==> config.mk <==
export PLATFORM = sky130hd
export DESIGN_NAME = reload_timer
export DESIGN_NICKNAME = d
export VERILOG_FILES = /design/src/rtl/reload_timer.sv
export SDC_FILE = /design/constraint.sdc
export NUM_CORES = 1
export LEC_CHECK = 0
export ABC_AREA = 1
export BUFFER_PORTS_ARGS = -buffer_cell sky130_fd_sc_hd__buf_2
export CAP_MARGIN = 20
export CORE_AREA = 2 2 116 118
export DETAILED_ROUTE_END_ITERATION = 8
export DIE_AREA = 0 0 118 120
export HOLD_SLACK_MARGIN = 0.08
export PLACE_DENSITY = 0.66
export SETUP_SLACK_MARGIN = 0.02
export SYNTH_ARGS = -nofsm -noshare
export SYNTH_HDL_FRONTEND = slang
export SYNTH_SLANG_ARGS = --single-unit
==> constraint.sdc <==
create_clock -name clk -period 4.77 [get_ports clk]
set_input_delay 0.954 -clock clk [delete_from_list [all_inputs] [get_ports clk]]
set_output_delay 0.954 -clock clk [all_outputs]
set_load 0.02 [all_outputs]
==> src/rtl/reload_timer.sv <==
module reload_timer (
  input  logic        clk,
  input  logic        rst_n,
  input  logic        wr_en,
  input  logic [2:0]  addr,
  input  logic [15:0] wdata,
  output logic [15:0] rdata,
  output logic        irq
);
  localparam logic [2:0] A_CNTL = 3'd0, A_CNTH = 3'd1, A_PRDL = 3'd2, A_PRDH = 3'd3;
  localparam logic [2:0] A_CTRL = 3'd4, A_PSC  = 3'd5, A_DIV  = 3'd6;
  localparam int BIT_STOP = 4, BIT_RLD = 5, BIT_FLAG = 15;

  logic [31:0] cnt, prd;
  logic [15:0] psc, divv;
  logic        stop, flag;

  wire wr_ctrl = wr_en && (addr == A_CTRL);
  wire reload  = wr_ctrl && wdata[BIT_RLD];
  wire wr_cnt  = wr_en && (addr == A_CNTL || addr == A_CNTH);
  wire run     = !stop && !reload && !wr_cnt;
  wire tick    = run && (psc == 16'd0);
  wire borrow  = tick && (cnt == 32'd0);

  always_ff @(posedge clk) begin
    if (!rst_n) begin
      cnt  <= '1;
      prd  <= '1;
      psc  <= '0;
      divv <= '0;
      stop <= 1'b0;
      flag <= 1'b0;
      irq  <= 1'b0;
    end else begin
      irq <= borrow;

      if (reload) begin
        cnt <= prd;
        psc <= divv;
      end else if (wr_cnt) begin
        if (addr == A_CNTL) cnt[15:0]  <= wdata;
        else                cnt[31:16] <= wdata;
      end else if (run) begin
        if (tick) begin
          psc <= divv;
          cnt <= borrow ? prd : cnt - 32'd1;
        end else begin
          psc <= psc - 16'd1;
        end
      end

      if (wr_en && addr == A_PRDL) prd[15:0]  <= wdata;
      if (wr_en && addr == A_PRDH) prd[31:16] <= wdata;
      if (wr_en && addr == A_DIV)  divv       <= wdata;
      if (wr_ctrl)                 stop       <= wdata[BIT_STOP];

      if (borrow)                           flag <= 1'b1;
      else if (wr_ctrl && wdata[BIT_FLAG])  flag <= 1'b0;
    end
  end

  always_comb begin
    rdata = '0;
    case (addr)
      A_CNTL: rdata = cnt[15:0];
      A_CNTH: rdata = cnt[31:16];
      A_PRDL: rdata = prd[15:0];
      A_PRDH: rdata = prd[31:16];
      A_CTRL: begin
        rdata[BIT_STOP] = stop;
        rdata[BIT_FLAG] = flag;
      end
      A_PSC:  rdata = psc;
      A_DIV:  rdata = divv;
      default: rdata = '0;
    endcase
  end
endmodule

==> run_results.csv <==
group,metric,value,unit
status,status,"complete, no violations",
clock_tree,cts_buffers,9,
timing,rsz0062_at_grt,"no",
timing,tightest_slew,957,ps
finish,area_growth,9.08,%
synth,synth_top_family_by_area,"simple AND/OR/NAND/NOR gates",
drt,wl,22900,µm
timing,tns,0,ps
timing,skew,8.85,ps
worst_setup_path,critical_path_arrival,2840,ps
synth,ys_async_sr_fraction,0,
clock_tree,clockBufferDepth,2,
floorplan,placementRows,42,
worst_hold_path,hp-class,"reg2reg",
floorplan,dieArea,14200,µm²
synth,post_synth_num_cell_types,38,
timing,slew_headroom,0.360,
floorplan,die_width,118,µm
worst_setup_path,required,3820,ps
global_route,grt_max_degree,51,
finish,fillers,1395,
worst_setup_path,r2r-start,"cnt[0]",
global_route,grt_overflow,0,
clock_tree,ctsResizeCount,0,
finish,drive_above_1_share,0.0836,
power_and_ir_drop,vdd_drop_max,217,µV
synth,syn_nets,1090,
finish,antenna_cells,0,
timing,fmax,263,MHz
worst_setup_path,path_cells,"buf_2 > inv_2 > nand2_1 > clkinv_1 > a221oi_1 > o221ai_1 > buf_2",
floorplan,initial_utilization,0.501,
drt,drt-vias-per-instance,5.72,
drt,wl_per_cell,18.1,µm
worst_setup_path,cpLargestDelayFamily,"buffers and inverters",
drt,dr_total_vias,7235,
timing,finalHoldViolCount,0,
finish,final_nets,1107,
global_route,met2_usage,0.519,
global_route,grt_pass1_vias,6607,
worst_hold_path,hold_end,"divv[9]",
worst_setup_path,end_kind,"primary output",
worst_setup_path,cp.buffers_inverters,4,
global_route,use_met3,0.0504,
run,drv_cap,0,
synth,synth-seq-cells,99,
synth,seq_area_frac_synth,0.305,
worst_setup_path,r2r_setup_slack,2230,ps
synth,synth_area_per_cell,6.10,µm²
worst_hold_path,worstHoldPathCells,2,
timing,final_max_slew_viol_count,0,
clock_tree,cts_tree,"built",
finish,fin_util,0.546,
worst_setup_path,startpoint_type,"input pin",
worst_setup_path,crit_top_cell,"buf_2",
synth,ys.warnings.count,0,
global_route,busiest_layer,"met2",
floorplan,die_y,120,µm
global_route,grt_first_pass_wirelength,36600,µm
finish,layout_commonest_cell,"nand2_1",
worst_setup_path,crit_type,"in2out",
drt,first_iter_violations,793,
synth,synth-compound-area-share,0.208,
synth,synthCells,1066,
synth,synth_xor_area_frac,0.0323,
place,dp_hpwl,16500,µm
synth,synth_edf_count,0,
worst_setup_path,path_depth,7,
drt,dr.pass1.iters,6,
worst_setup_path,crit_fanout,10,
clock_tree,cts-root-buf,"clkbuf_16",
drt,ant_nets,0,
clock_tree,cts_num_sinks,99,
worst_setup_path,critPathMaxStageDelay,430,ps
floorplan,io_pins,39,
power_and_ir_drop,p_leak,3.37,nW
synth,synthSimpleGateAreaFrac,0.345,
finish,layout_common_cells,"nand2_1 (326), inv_1 (119), nor2_1 (103)",
worst_setup_path,cp_slowest_cell,"clkinv_1",
timing,post-route-period-util,0.796,
global_route,grtUsageTotal,0.333,
clock_tree,clk_pin_slew_worst_paths,70,ps
worst_hold_path,hold_start,"divv[9]",
drt,drc,0,
timing,finalCriticalPeriod,3800,ps
place,place.gp.congestion,0.990,
power_and_ir_drop,p_per_area,432,nW/µm²
worst_setup_path,reg2reg_to,"cnt[22]",
clock_tree,htree_levels,3,
synth,synthMuxAreaShare,0,
global_route,use_met1,0.451,
synth,ys.flop_type,"dfxtp_1",
clock_tree,hold_buffers,0,
clock_tree,postCtsSetupRepairBufs,0,
floorplan,core_area,13000,µm²
global_route,antenna_found_initial,0,
worst_setup_path,rr_worst_depth,12,
place,io_buffer_count,38,
clock_tree,clkLatencyLatePin,360,ps
synth,synth-adder-area-share,0.00385,
synth,synthesis.area,6500,µm²
timing,finalSetupViolations,0,
[Yosys cell counts (3+ instances only)]
cell | number | area (µm²)
o22ai_1 | 8 | 50.1
nand3_2 | 3 | 30.0
nand4_1 | 9 | 56.3
o21ai_0 | 59 | 295
a21oi_1 | 102 | 510
xor2_1 | 21 | 184
inv_1 | 119 | 447
buf_6 | 4 | 45.0
buf_4 | 3 | 22.5
nand2_1 | 326 | 1220
nor2_1 | 104 | 390
nor2_2 | 7 | 43.8
nor3_1 | 5 | 25.0
buf_1 | 3 | 11.3
dfxtp_1 | 99 | 1980
o221ai_1 | 5 | 43.8
nand3_1 | 72 | 360
buf_2 | 11 | 55.1
a221oi_1 | 8 | 70.1
clkbuf_1 | 25 | 93.8
o21ai_1 | 12 | 60.1
o211ai_1 | 21 | 158
o2111ai_1 | 5 | 43.8
o21bai_1 | 3 | 22.5
xnor2_1 | 3 | 26.3
a22oi_1 | 11 | 82.6
[worst register-to-register path: cells and delay by family (launching register included)]
family	cells	cell delay, ps
fa+ha+maj	1	240
buf+inv	2	410
compound gates	1	320
simple gates	8	1160
flops	1	320
[final cells by class]
class,count,area (µm²),area share
repair buffers,52,295,0.0416
clock buffers,10,229,0.0323
flip-flops and latches,99,1980,0.279
well taps,176,220,0.0310
clock inverters,6,71.3,0.0101
inverters,123,462,0.0651
multi-input cells,798,3830,0.540
[routing by layer]
| metal | wire length, µm | up-vias |
|---|---|---|
| met4 | 983 | 0 |
| met1 | 9700 | 3247 |
| met3 | 2100 | 69 |
| met5 | 0 | - |
| li1 | - | 3519 |
| met2 | 10100 | 400 |
[how the worst max path moves through the flow]
stage	start	end	slack [ps]
final	addr[2]	rdata[8]	970
after global routing	addr[1]	rdata[3]	850
after CTS	addr[2]	rdata[8]	1020
after detailed placement	addr[2]	rdata[8]	1020
after global placement	addr[2]	rdata[8]	1080
after floorplan	addr[2]	rdata[2]	1440
[report_power, final]
part	switching, mW	internal, mW
registers	0.222	0.969
clock network	0.352	0.412
logic	0.711	0.400
total	1.29	1.78
[flip-flops by register name (all words and copies together), names as in the netlist]
signal / count
flag: 1
prd: 32
stop: 1
cnt: 32
irq: 1
divv: 16
psc: 16
[kinds of logic (layout without fill, tap and decap cells)]
family	after synthesis	count (layout)
adder cells (fa/ha/maj)	2	2
buffers and inverters	169	191
XOR/XNOR	24	24
AND/OR/NAND/NOR	537	537
flip-flops	99	99
AO/OA/AOI/OAI	235	235
[per-stage QoR]
step / instances / power (mW) / setup slack [ps] / hold WS [ps] / instance area (µm²)
finish: 1264 / 3.07 / 972 / 485 / 7090
global route: 1264 / 3.28 / 851 / 518 / 7090
global placement: 1248 / 2.29 / 1080 / 455 / 6790
CTS: 1264 / 3.05 / 1020 / 483 / 7090
detailed placement: 1248 / 2.29 / 1020 / 468 / 6790
floorplan: 1066 / 1.97 / 1440 / 440 / 6500
(Power assumes the default switching activity.)
